<file path="src/rtl/addthree_pkg.sv">
package addthree_pkg;

    localparam int WORD_BITS = 4;
    localparam int ADDEND    = 3;
    localparam int STATE_W   = 3;
    localparam int POS_W     = $clog2(WORD_BITS);
    localparam logic [POS_W-1:0] LAST_POS = POS_W'(WORD_BITS - 1);

    typedef enum logic [STATE_W-1:0] {
        ST_P0    = 3'd0,
        ST_P1_C0 = 3'd1,
        ST_P1_C1 = 3'd2,
        ST_P2_C0 = 3'd3,
        ST_P2_C1 = 3'd4,
        ST_P3_C0 = 3'd5,
        ST_P3_C1 = 3'd6
    } state_t;

    typedef struct packed {
        logic             legal;
        logic [POS_W-1:0] pos;
        logic             cin;
        logic             sum;
        logic             cout;
    } step_t;

    typedef struct packed {
        logic sum;
        logic ovf;
    } out_t;

    function automatic logic addend_bit(input logic [POS_W-1:0] pos);
        logic [WORD_BITS-1:0] k;
        k = WORD_BITS'(ADDEND);
        return k[pos];
    endfunction

    function automatic state_t make_state(input logic [POS_W-1:0] pos, input logic carry);
        state_t s;
        if (pos == '0) s = ST_P0;
        else s = state_t'(STATE_W'(2 * int'(pos) - 1 + int'(carry)));
        return s;
    endfunction

    function automatic step_t bit_step(input logic [STATE_W-1:0] st, input logic d);
        step_t r;
        logic  ab;
        r = '0;
        if (st == ST_P0) begin
            r.legal = 1'b1;
        end else if (st <= ST_P3_C1) begin
            r.legal = 1'b1;
            r.pos   = POS_W'((int'(st) + 1) / 2);
            r.cin   = ~st[0];
        end
        ab = addend_bit(r.pos);
        {r.cout, r.sum} = {1'b0, d} + {1'b0, ab} + {1'b0, r.cin};
        if (!r.legal) begin
            r.sum  = 1'b0;
            r.cout = 1'b0;
        end
        return r;
    endfunction

endpackage

</file>
<file path="src/rtl/addthree_nsl.sv">
module addthree_nsl
    import addthree_pkg::*;
(
    input  logic [STATE_W-1:0] cur,
    input  logic               din,
    output logic [STATE_W-1:0] nxt
);
    step_t stp;

    always_comb begin
        stp = bit_step(cur, din);
        if (!stp.legal || stp.pos == LAST_POS) nxt = ST_P0;
        else nxt = make_state(stp.pos + POS_W'(1), stp.cout);
    end
endmodule

</file>
<file path="src/rtl/addthree_outl.sv">
module addthree_outl
    import addthree_pkg::*;
(
    input  logic [STATE_W-1:0] cur,
    input  logic               din,
    output out_t               res
);
    step_t stp;

    always_comb begin
        stp     = bit_step(cur, din);
        res.sum = stp.sum;
        res.ovf = stp.legal && (stp.pos == LAST_POS) && stp.cout;
    end
endmodule

</file>
<file path="src/rtl/addthree_streg.sv">
module addthree_streg #(
    parameter int               W       = 3,
    parameter logic [W-1:0]     RST_VAL = '0
) (
    input  logic         clk,
    input  logic         rst,
    input  logic [W-1:0] d,
    output logic [W-1:0] q
);
    always_ff @(negedge clk) begin
        if (rst) q <= RST_VAL;
        else     q <= d;
    end
endmodule

</file>
<file path="src/rtl/addthree_serial.sv">
module addthree_serial
    import addthree_pkg::*;
(
    input  logic               clk,
    input  logic               rst,
    input  logic               din,
    output logic               sum_bit,
    output logic               ovf,
    output logic [STATE_W-1:0] state_q
);
    logic [STATE_W-1:0] state_d;
    out_t               res;

    addthree_nsl u_nsl (
        .cur (state_q),
        .din (din),
        .nxt (state_d)
    );

    addthree_outl u_outl (
        .cur (state_q),
        .din (din),
        .res (res)
    );

    addthree_streg #(
        .W       (STATE_W),
        .RST_VAL (ST_P0)
    ) u_streg (
        .clk (clk),
        .rst (rst),
        .d   (state_d),
        .q   (state_q)
    );

    assign sum_bit = res.sum;
    assign ovf     = res.ovf;
endmodule

</file>
<file path="config.mk">
export PLATFORM = sky130hd
export DESIGN_NAME = addthree_serial
export DESIGN_NICKNAME = d
export VERILOG_FILES = /design/src/rtl/addthree_pkg.sv /design/src/rtl/addthree_nsl.sv /design/src/rtl/addthree_outl.sv /design/src/rtl/addthree_streg.sv /design/src/rtl/addthree_serial.sv
export SDC_FILE = /design/constraint.sdc
export NUM_CORES = 1
export LEC_CHECK = 0
export CAP_MARGIN = 10
export CORE_AREA = 2 2 39 41
export CTS_CLUSTER_DIAMETER = 80
export DETAILED_ROUTE_END_ITERATION = 8
export DIE_AREA = 0 0 41 43
export GPL_ROUTABILITY_DRIVEN = 0
export PLACE_DENSITY = 0.46
export RECOVER_POWER = 50
export SLEW_MARGIN = 20
export SYNTH_ARGS = -nofsm -noshare
export SYNTH_HDL_FRONTEND = slang
export SYNTH_SLANG_ARGS = --single-unit
</file>
<file path="constraint.sdc">
create_clock -name clk -period 7 [get_ports clk]
set_input_delay 0.7 -clock clk [delete_from_list [all_inputs] [get_ports clk]]
set_output_delay 0.7 -clock clk [all_outputs]
set_load 0.05 [all_outputs]
</file>
# ---- Word-level counts from Yosys, hierarchy flattened
# Cells that the tools add are included.
# Widths: inputs -> output; s select.
dict set report totals {
  input_bits 3
  register_bits 3
}
dict set report classes {
  magnitude_cmp 2
  eq_ne 1
  bitwise_logic 2
  n_mux 6
  add_sub_neg 7
  reduce_logical 7
}
# operator count
set op_table {}
lappend op_table {{$add 2x1->2} 2}
lappend op_table {{$mux 4} 1}
lappend op_table {{$add 3x1->3 const B} 1}
lappend op_table {{$add 3x2->3} 1}
lappend op_table {{$le 3x3->1 const B} 1}
lappend op_table {{$logic_not 3->1} 1}
lappend op_table {{$lt 2x3->1 const B} 1}
lappend op_table {{$mux 3} 1}
lappend op_table {{$reduce_or 3->1} 1}
lappend op_table {{$sub 3x1->3 const B} 1}
lappend op_table {{$add 1x1->2} 1}
lappend op_table {{$add 2x1->2 const B} 1}
lappend op_table {{$bmux 1 s2} 1}
lappend op_table {{$eq 2x2->1 const B} 1}
lappend op_table {{$logic_and 1x1->1} 2}
lappend op_table {{$logic_not 2->1} 1}
lappend op_table {{$mux 1} 2}
lappend op_table {{$mux 2} 1}
lappend op_table {{$and 1x1->1 const A} 1}
lappend op_table {{$logic_not 1->1} 1}
lappend op_table {{$logic_or 1x1->1} 1}
lappend op_table {{$not 1->1} 1}

# ---- Longest topological paths before layout
# Gate-level depths: netlist of run 1.
dict set report logic_depth {
  ltp_word 11
  ltp_mapped 10
  mapped_depth_nobuf 9
}

# ---- Modules after synthesis
# Synthesis of run 1 repeated with hierarchy kept, for this count alone.
dict set report hier_totals {
  cells_unflattened 44
  area_unflattened_um2 381.6
}
# mod n_inst area_per_inst_um2 cells_each
set modules_own_cells {}
lappend modules_own_cells {addthree_nsl 1 193.9 24}
lappend modules_own_cells {addthree_outl 1 105.1 13}
lappend modules_own_cells {addthree_streg 1 82.6 7}

==> impl_results.md, run 1 <==
- Run status: finished clean
- Count of antenna-violating nets left after detailed routing: 0
- Mean number of vias per cell: 4.23
- Synth warnings: 0
- Cell type with the highest aggregate area in the netlist: sky130_fd_sc_hd__ha_1
- Overall via count from detail_route: 241
- Synthesized Nets: 39
- Via count of the first global-routing pass: 248
- Worst slew pin tran: 0.498 ns
- Row count: 14
- All-Layer GR Usage: 7.34%
- Clock slew at the register clock pins of the worst setup and hold paths: 0.05 ns
- Cell count after placement: 51
- Number of nets in the final layout: 52
- CTS HTree Levels: 1
- Slew Limit Fails: 0
- Cts-stage hold buffer count: 0
- Final setup violation count: 0
- Worst setup slack after placement: 0.740 ns
- Synthesized flop and latch total: 3
- Area growth syn-to-layout: 36.9%
- Number of hold violations in the final report: 0
- First-pass GRT wire length: 883 um
- Synth unique cells: 18
- Max FFs per register: 3
- Number of non-filler instances in the completed layout: 57
- TritonCTS buffer count: 3
- Largest register by flop count: u_streg.q
- Clock tree skew after final layout: 0.0182 ns
- Minimum setup slack in the final design: 0.474 ns
- Final wirelength: 546 um
- Grt ovf: 0
- Arrival @ worst endpoint: 5.83 ns
- Die width: 41 um
- Setup repair after global routing missed its margin: false
- Max-cap violation count: 0
- Pin count of the biggest net entering global routing: 8
- Drt pass-1 iters: 2
- Cell depth of the worst min-delay path: 2
- Min-delay worst type: flip-flop to flip-flop
- DR WL/cell: 9.58 um
- Core Area: 1380 um^2
- Max-Slew Margin vs Limit: 66.7%
- Antenna violations before repair: 0
- CTS tree: done
- Internal reg-to-reg setup slack: 4.58 ns
- Element type at the critical path end: output port
- Port Buffer Count: 7
- Area share of the largest cell type after synthesis: 25.8%
- Instance count of the mapped netlist: 29
- Diode insertion count for antenna repair: 0
- Die outline height: 43 um
- Buffer type at the clock tree root: sky130_fd_sc_hd__clkbuf_4
- Top Registers: u_streg.q: 3 flops
- Number of primary I/O pins: 8
- Die footprint: 1760 um^2
- Ranking of synthesized cells by area: sky130_fd_sc_hd__ha_1 (26%), sky130_fd_sc_hd__dfxtp_1 (21%), sky130_fd_sc_hd__fa_1 (6.9%), sky130_fd_sc_hd__inv_1 (6.4%), sky130_fd_sc_hd__nor3b_2 (4.3%)
- Drt first-iter violations: 4
- Category of the most critical setup path: flip-flop to output port
- Post-CTS Setup Repair Bufs: 0
- DRC violation count after routing: 0
- PostCTS Resize Cnt: 0
- Proportion of layout cells with a drive suffix above 1: 22.0%
- Starting Density: 21.1%
- Req. time, crit path: 6.30 ns
- Mean area per synthesized cell: 10.1 um^2
- CP Max Fanout: 4
- Area of the mapped netlist: 292 um^2
- Total negative slack for setup checks: 0 ns
- Maximum root-to-sink buffer count: 2
- Count of cells along the worst register-to-register path: 7
- Startpoint kind of the worst setup timing path: flip-flop
- Sequential element share of the synthesized area: 20.6%
- Clock latency of the later-clocked register in the worst-skew pair: 0.30 ns
- Count of clock tree sinks: 3
-- final timing paths --
| kind | startpoint | to |
|---|---|---|
| worst max-delay path | u_streg.q[0]$_SDFF_NP0_ | sum_bit |
| worst min-delay path | u_streg.q[1]$_SDFF_NP0_ | u_streg.q[2]$_SDFF_NP0_ |
| worst max register to register | u_streg.q[1]$_SDFF_NP0_ | u_streg.q[1]$_SDFF_NP0_ |
| worst min register to register | u_streg.q[1]$_SDFF_NP0_ | u_streg.q[2]$_SDFF_NP0_ |
-- synthesized netlist by cell type --
library cell / n
sky130_fd_sc_hd__a211o_1: 1
sky130_fd_sc_hd__and2b_1: 1
sky130_fd_sc_hd__and3b_1: 1
sky130_fd_sc_hd__buf_6: 1
sky130_fd_sc_hd__dfxtp_1: 3
sky130_fd_sc_hd__fa_1: 1
sky130_fd_sc_hd__ha_1: 6
sky130_fd_sc_hd__inv_1: 5
sky130_fd_sc_hd__nor2_1: 1
sky130_fd_sc_hd__nor3_1: 1
sky130_fd_sc_hd__nor3_2: 1
sky130_fd_sc_hd__nor3b_1: 1
sky130_fd_sc_hd__nor3b_2: 1
sky130_fd_sc_hd__o31ai_1: 1
sky130_fd_sc_hd__or2_1: 1
sky130_fd_sc_hd__or3_4: 1
sky130_fd_sc_hd__or3b_2: 1
sky130_fd_sc_hd__xnor2_1: 1
-- logic make-up after synthesis --
group | Yosys count | share of synthesized area [%]
AND/OR/NAND/NOR | 10 | 27.9
adder cells (fa/ha/maj) | 7 | 32.6
buffers and inverters | 6 | 10.3
flip-flops | 3 | 20.6
AO/OA/AOI/OAI | 2 | 5.58
XOR/XNOR | 1 | 3.00
-- layout by cell type, fill, tap and decap left out, drive strengths merged --
cell type,n
a211o,1
and2b,1
and3b,1
buf,2
clkbuf,3
clkdlybuf4s50,2
dfxtp,3
dlygate4sd3,3
fa,1
ha,6
inv,8
nor2,1
nor3,2
nor3b,2
o31ai,1
or2,1
or3,1
or3b,1
xnor2,1
-- metal layers --
metal  GRT usage, %  vias up  part of all wire [%]
li1               -      121                     -
met1           7.74      110                    40
met3              0        2                   5.3
met2           13.1        8                    53
met5              0        -                     0
met4           4.67        0                   2.2
-- critical path, cell delays in order (launching register included) --
cell and delay, ns:
sky130_fd_sc_hd__dfxtp_1 0.36, sky130_fd_sc_hd__inv_1 0.08, sky130_fd_sc_hd__ha_1 0.21, sky130_fd_sc_hd__or3b_2 0.44, sky130_fd_sc_hd__o31ai_1 0.14, sky130_fd_sc_hd__fa_1 0.49
sky130_fd_sc_hd__nor2_1 0.11, sky130_fd_sc_hd__buf_4 0.20
-- layout make-up --
| cell class | instances | area [um^2] |
|---|---|---|
| inverters | 4 | 15.0 |
| multi-input cells | 20 | 201 |
| well taps | 16 | 20.0 |
| flip-flops and latches | 3 | 60.1 |
| clock buffers | 3 | 22.5 |
| clock inverters | 4 | 15.0 |
| fillers | 162 | 985 |
| repair buffers | 7 | 65.1 |
-- metrics by stage --
stage | area [um^2] | util (%) | hold WS (ns)
3_5_place_dp | 370 | 26.8 | 0.842
6_report | 399 | 28.8 | 0.835
2_1_floorplan | 297 | - | 0.984
4_1_cts | 404 | 29.2 | 0.852
3_3_place_gp | 370 | 26.8 | 0.819
5_1_grt | 399 | 28.8 | 0.879
Power of run 1 is left out: the tool's default activity adds up to more than one toggle a clock period on the data nets, which glitch-free logic cannot reach.
==> run 2: changes to the inputs <==
--- a/config.mk
+++ b/config.mk
@@ -5,13 +5,14 @@
 export SDC_FILE = /design/constraint.sdc
 export NUM_CORES = 1
 export LEC_CHECK = 0
+export ABC_AREA = 1
 export CAP_MARGIN = 10
 export CORE_AREA = 2 2 39 41
 export CTS_CLUSTER_DIAMETER = 80
 export DETAILED_ROUTE_END_ITERATION = 8
 export DIE_AREA = 0 0 41 43
 export GPL_ROUTABILITY_DRIVEN = 0
-export PLACE_DENSITY = 0.46
+export PLACE_DENSITY = 0.44
 export RECOVER_POWER = 50
 export SLEW_MARGIN = 20
 export SYNTH_ARGS = -nofsm -noshare
==> impl_results.md, run 2 <==
- CTS HTree Levels: 1
- Final setup violation count: 0
- Leading cell type in the layout, fill and taps excluded: sky130_fd_sc_hd__inv_1
- Slew Limit Fails: 0
- Post-synth top flop: sky130_fd_sc_hd__dfxtp_1
- CTS tree: done
- Drt pass-1 iters: 4
- Die width: 41 um
- Cts-stage hold buffer count: 0
- Most common cell in the synthesized netlist: sky130_fd_sc_hd__inv_1
- CP Max Fanout: 4
- Category of the most critical setup path: flip-flop to output port
- Row count: 14
- Clock slew at the register clock pins of the worst setup and hold paths: 0.03 ns
- Area of the mapped netlist: 268 um^2
- Most used cells in the layout excluding fill and tap cells: sky130_fd_sc_hd__inv_1 (11), sky130_fd_sc_hd__nor2_1 (6), sky130_fd_sc_hd__ha_1 (6)
- DR WL/cell: 7.55 um
- EDFF count, synth: 0
- Cell type with the highest aggregate area in the netlist: sky130_fd_sc_hd__ha_1
- Max-cap violation count: 0
- Max-Slew Margin vs Limit: 66.4%
- Drt first-iter violations: 5
- Minimum setup slack in the final design: 0.554 ns
- Fill count: 166
- Antenna violations before repair: 0
- Die footprint: 1760 um^2
- Total negative slack for setup checks: 0 ns
- Setup repair after global routing missed its margin: false
- Run status: finished clean
- Number of nets in the final layout: 57
- Element type at the critical path end: output port
- Maximum root-to-sink buffer count: 2
- Grt ovf: 0
- Number of non-filler instances in the completed layout: 62
- Instance count of the mapped netlist: 33
- Hold WS: 0.681 ns
- Mean number of vias per cell: 4.03
- Min-delay worst type: flip-flop to flip-flop
- Number of primary I/O pins: 8
- DRC violation count after routing: 0
- Area growth syn-to-layout: 46.3%
- Clock tree skew after final layout: 0.000512 ns
- Sequential element share of the synthesized area: 22.4%
- Die outline height: 43 um
- Clock latency of the later-clocked register in the worst-skew pair: 0.29 ns
- Count of antenna-violating nets left after detailed routing: 0
- Synth unique cells: 10
- PostCTS Resize Cnt: 0
- Startpoint kind of the worst setup timing path: flip-flop
- Final wirelength: 468 um
- Ranking of synthesized cells by area: sky130_fd_sc_hd__ha_1 (28%), sky130_fd_sc_hd__dfxtp_1 (22%), sky130_fd_sc_hd__inv_1 (11%), sky130_fd_sc_hd__nor2_1 (8.4%), sky130_fd_sc_hd__fa_1 (7.5%)
- Top post-synthesis cells by count: sky130_fd_sc_hd__inv_1 (8), sky130_fd_sc_hd__ha_1 (6), sky130_fd_sc_hd__nor2_1 (6), sky130_fd_sc_hd__dfxtp_1 (3), sky130_fd_sc_hd__nand2_1 (3)
- Synthesized Nets: 43
- Via count of the first global-routing pass: 264
- Number of hold violations in the final report: 0
- TritonCTS buffer count: 3
- Largest register by flop count: u_streg.q
- Proportion of layout cells with a drive suffix above 1: 13.0%
- Starting Density: 19.3%
- Arrival @ worst endpoint: 5.75 ns
- Post-CTS Setup Repair Bufs: 0
- Overall via count from detail_route: 250
- Buffer type at the clock tree root: sky130_fd_sc_hd__clkbuf_4
- Half-perimeter wire length after placement: 387 um
- Pin count of the biggest net entering global routing: 7
- Diode insertion count for antenna repair: 0
- Top Registers: u_streg.q: 3 flops
- Count of clock tree sinks: 3
- Async set-or-reset flop fraction in the synthesized netlist: 0%
- Core Area: 1380 um^2
- First-pass GRT wire length: 910 um
- Req. time, crit path: 6.30 ns
- Port Buffer Count: 7
- All-Layer GR Usage: 7.84%
- Worst slew pin tran: 0.504 ns
- Worst setup slack after placement: 0.436 ns
- Max FFs per register: 3
- Cell count after placement: 56
- Synthesized flop and latch total: 3
- Mean area per synthesized cell: 8.11 um^2
- Synth warnings: 0
- Area share of the largest cell type after synthesis: 28.0%
[run 2: changes by cell type after synthesis, sizes merged, moves of 2 or more]
cell,before,now
nor3,2,0
nor2,1,6
nor3b,2,0
nand3,0,3
nand2,0,3
inv,5,8
[run 2: kinds of logic (layout without fill, tap and decap cells)]
logic type / count (synthesis) / in the layout / synth area share [%]
compound gates: 1 / 1 / 2.34
flops: 3 / 3 / 22.4
simple gates: 12 / 12 / 22.0
xor+xnor: 2 / 2 / 6.54
fa+ha+maj: 7 / 7 / 35.5
buf+inv: 8 / 21 / 11.2
[run 2: per-stage QoR]
step	utilization, %	area (um^2)
final	28.3	392
after global routing	28.3	392
after CTS	28.1	389
after detailed placement	25.7	355
after global placement	25.7	355
after floorplan	-	268
[run 2: final timing paths]
path / startpoint / slack [ns] / end / cells past startpoint
setup / recovery: u_streg.q[0]$_SDFF_NP0_ / 0.55 / ovf / 11
setup reg to reg: u_streg.q[0]$_SDFF_NP0_ / 5.03 / u_streg.q[2]$_SDFF_NP0_ / 12
hold / removal: u_streg.q[2]$_SDFF_NP0_ / 0.68 / u_streg.q[1]$_SDFF_NP0_ / 3
hold reg to reg: u_streg.q[2]$_SDFF_NP0_ / 0.68 / u_streg.q[1]$_SDFF_NP0_ / 3
[run 2: routing by layer]
metal	up-vias	routed length [um]	GRT usage [%]	share of wire (%)
met1	116	233	8.71	50
met5	-	0	0	0
met4	0	0	5.33	0
met2	7	220	10.0	47
li1	127	-	-	-
met3	0	15	5.76	3.2
[run 2: critical path: stages, from the launching register on]
cell and delay [ns]:
sky130_fd_sc_hd__dfxtp_1 0.33, sky130_fd_sc_hd__inv_1 0.08, sky130_fd_sc_hd__ha_1 0.19, sky130_fd_sc_hd__inv_1 0.08, sky130_fd_sc_hd__nand3_2 0.10, sky130_fd_sc_hd__nand2_1 0.08
sky130_fd_sc_hd__nor2_1 0.08, sky130_fd_sc_hd__fa_1 0.36, sky130_fd_sc_hd__inv_1 0.08, sky130_fd_sc_hd__nand2_1 0.07, sky130_fd_sc_hd__nor2_1 0.08, sky130_fd_sc_hd__dlymetal6s2s_1 0.42
[run 2: cell type report]
type | count | area (um^2) | area share [%]
inverters | 7 | 26.3 | 6.71
multi-input cells | 22 | 178 | 45.4
repair buffers | 7 | 70.1 | 17.9
clock inverters | 4 | 15.0 | 3.83
clock buffers | 3 | 22.5 | 5.75
flip-flops and latches | 3 | 60.1 | 15.3
well taps | 16 | 20.0 | 5.11
Power of run 2 is left out for the same reason.
==> run 3: changes to the inputs <==
--- a/config.mk
+++ b/config.mk
@@ -14,6 +14,7 @@
 export GPL_ROUTABILITY_DRIVEN = 0
 export PLACE_DENSITY = 0.44
 export RECOVER_POWER = 50
+export SETUP_SLACK_MARGIN = 0.3
 export SLEW_MARGIN = 20
 export SYNTH_ARGS = -nofsm -noshare
 export SYNTH_HDL_FRONTEND = slang
==> impl_results.md, run 3 (synthesis gave the netlist of run 2 again) <==
- Startpoint of the tightest hold check path: u_streg.q[2]$_SDFF_NP0_
- Post-CTS Setup Repair Bufs: 0
- TritonCTS buffer count: 3
- Port Buffer Count: 7
- Setup repair after global routing missed its margin: false
- Die footprint: 1760 um^2
- Drt first-iter violations: 1
- Element type at the critical path end: output port
- Mean number of vias per cell: 3.58
- Leading cell type in the layout, fill and taps excluded: sky130_fd_sc_hd__inv_1
- Number of nets in the final layout: 57
- Top Registers: u_streg.q: 3 flops
- Row count: 14
- Pin count of the biggest net entering global routing: 7
- Final setup violation count: 0
- Non-Filler Cell Area, Final: 390 um^2
- Max-Slew Margin vs Limit: 66.8%
- Die width: 41 um
- Starting Density: 19.3%
- CP Max Fanout: 6
- Final wirelength: 459 um
- Area growth syn-to-layout: 45.8%
- Startpoint of the worst-slack reg-to-reg timing path: u_streg.q[0]$_SDFF_NP0_
- Count of cells along the worst register-to-register path: 12
- Proportion of layout cells with a drive suffix above 1: 17.4%
- Die outline height: 43 um
- Clock slew at the register clock pins of the worst setup and hold paths: 0.03 ns
- Via count of the first global-routing pass: 231
- Post-Route Utilization: 28.2%
- CTS tree: done
- Most used cells in the layout excluding fill and tap cells: sky130_fd_sc_hd__inv_1 (11), sky130_fd_sc_hd__nor2_1 (6), sky130_fd_sc_hd__ha_1 (6)
- Setup crit start: u_streg.q[1]$_SDFF_NP0_
- Max-cap violation count: 0
- CTS HTree Levels: 1
- Largest register by flop count: u_streg.q
- Run status: finished clean
- Total negative slack for setup checks: 0 ns
- DR WL/cell: 7.40 um
- Fill count: 163
- Maximum root-to-sink buffer count: 2
- Antenna violations before repair: 0
- Drt pass-1 iters: 2
- Slew Limit Fails: 0
- Diode insertion count for antenna repair: 0
- Cts-stage hold buffer count: 0
- Req. time, crit path: 6.30 ns
- First-pass GRT wire length: 800 um
- Cell depth of the worst min-delay path: 3
- Category of the most critical setup path: flip-flop to output port
- DRC violation count after routing: 0
- Clock tree skew after final layout: 0.00156 ns
- Max FFs per register: 3
- Core Area: 1380 um^2
- Clock latency of the later-clocked register in the worst-skew pair: 0.29 ns
- Startpoint kind of the worst setup timing path: flip-flop
- Count of clock tree sinks: 3
- Number of hold violations in the final report: 0
- Placed inst area: 362 um^2
- Number of primary I/O pins: 8
- Grt ovf: 0
- Buffer type at the clock tree root: sky130_fd_sc_hd__clkbuf_4
- Min-delay worst type: flip-flop to flip-flop
- Overall via count from detail_route: 222
- All-Layer GR Usage: 7.31%
- Worst slew pin tran: 0.496 ns
- PostCTS Resize Cnt: 1
- Arrival @ worst endpoint: 5.68 ns
- Count of antenna-violating nets left after detailed routing: 0
[run 3: changes by cell type in the layout (fill, tap and decap cells not counted)]
| cell | previous run | this run |
|---|---|---|
| sky130_fd_sc_hd__a31oi_1 | 1 | 0 |
| sky130_fd_sc_hd__a31oi_2 | 0 | 1 |
| sky130_fd_sc_hd__clkbuf_2 | 0 | 1 |
| sky130_fd_sc_hd__dlymetal6s2s_1 | 1 | 0 |
[run 3: final timing paths]
check / slack [ns] / endpoint
worst min register to register: 0.71 / u_streg.q[1]$_SDFF_NP0_
worst max register to register: 4.99 / u_streg.q[2]$_SDFF_NP0_
worst min-delay path: 0.71 / u_streg.q[1]$_SDFF_NP0_
worst max-delay path: 0.62 / sum_bit
[run 3: stage by stage]
step | hold WS, ns | setup WS [ns] | instances
after floorplan | 0.878 | 0.331 | 33
after CTS | 0.723 | 0.370 | 62
after global placement | 0.713 | 0.403 | 56
after global routing | 0.780 | 0.387 | 62
final | 0.709 | 0.617 | 62
after detailed placement | 0.716 | 0.404 | 56
[run 3: final cells by class]
type / instances / area, um^2 / share of cell area (%)
sequential: 3 / 60.1 / 15.4
timing repair buffer: 7 / 62.6 / 16.0
tap: 16 / 20.0 / 5.13
inverter: 7 / 26.3 / 6.73
clock inverter: 4 / 15.0 / 3.85
clock buffer: 3 / 22.5 / 5.77
multi-input combinational: 22 / 184 / 47.1
[run 3: critical path, cell delays in order (launching register included)]
cell and delay, ns:
sky130_fd_sc_hd__dfxtp_1 0.43, sky130_fd_sc_hd__ha_1 0.18, sky130_fd_sc_hd__inv_1 0.06, sky130_fd_sc_hd__nand3_2 0.09
sky130_fd_sc_hd__nand2_1 0.06, sky130_fd_sc_hd__nor2_1 0.24, sky130_fd_sc_hd__fa_1 0.48, sky130_fd_sc_hd__a31oi_2 0.14
sky130_fd_sc_hd__buf_4 0.21
[run 3: routing by layer]
metal / track usage (%) / up-vias / routed length (um)
met4: 8.67 / 0 / 0
met2: 10.3 / 5 / 228
met1: 6.39 / 93 / 201
li1: - / 124 / -
met3: 3.66 / 0 / 29
met5: 0 / - / 0
Power of run 3 is left out for the same reason.
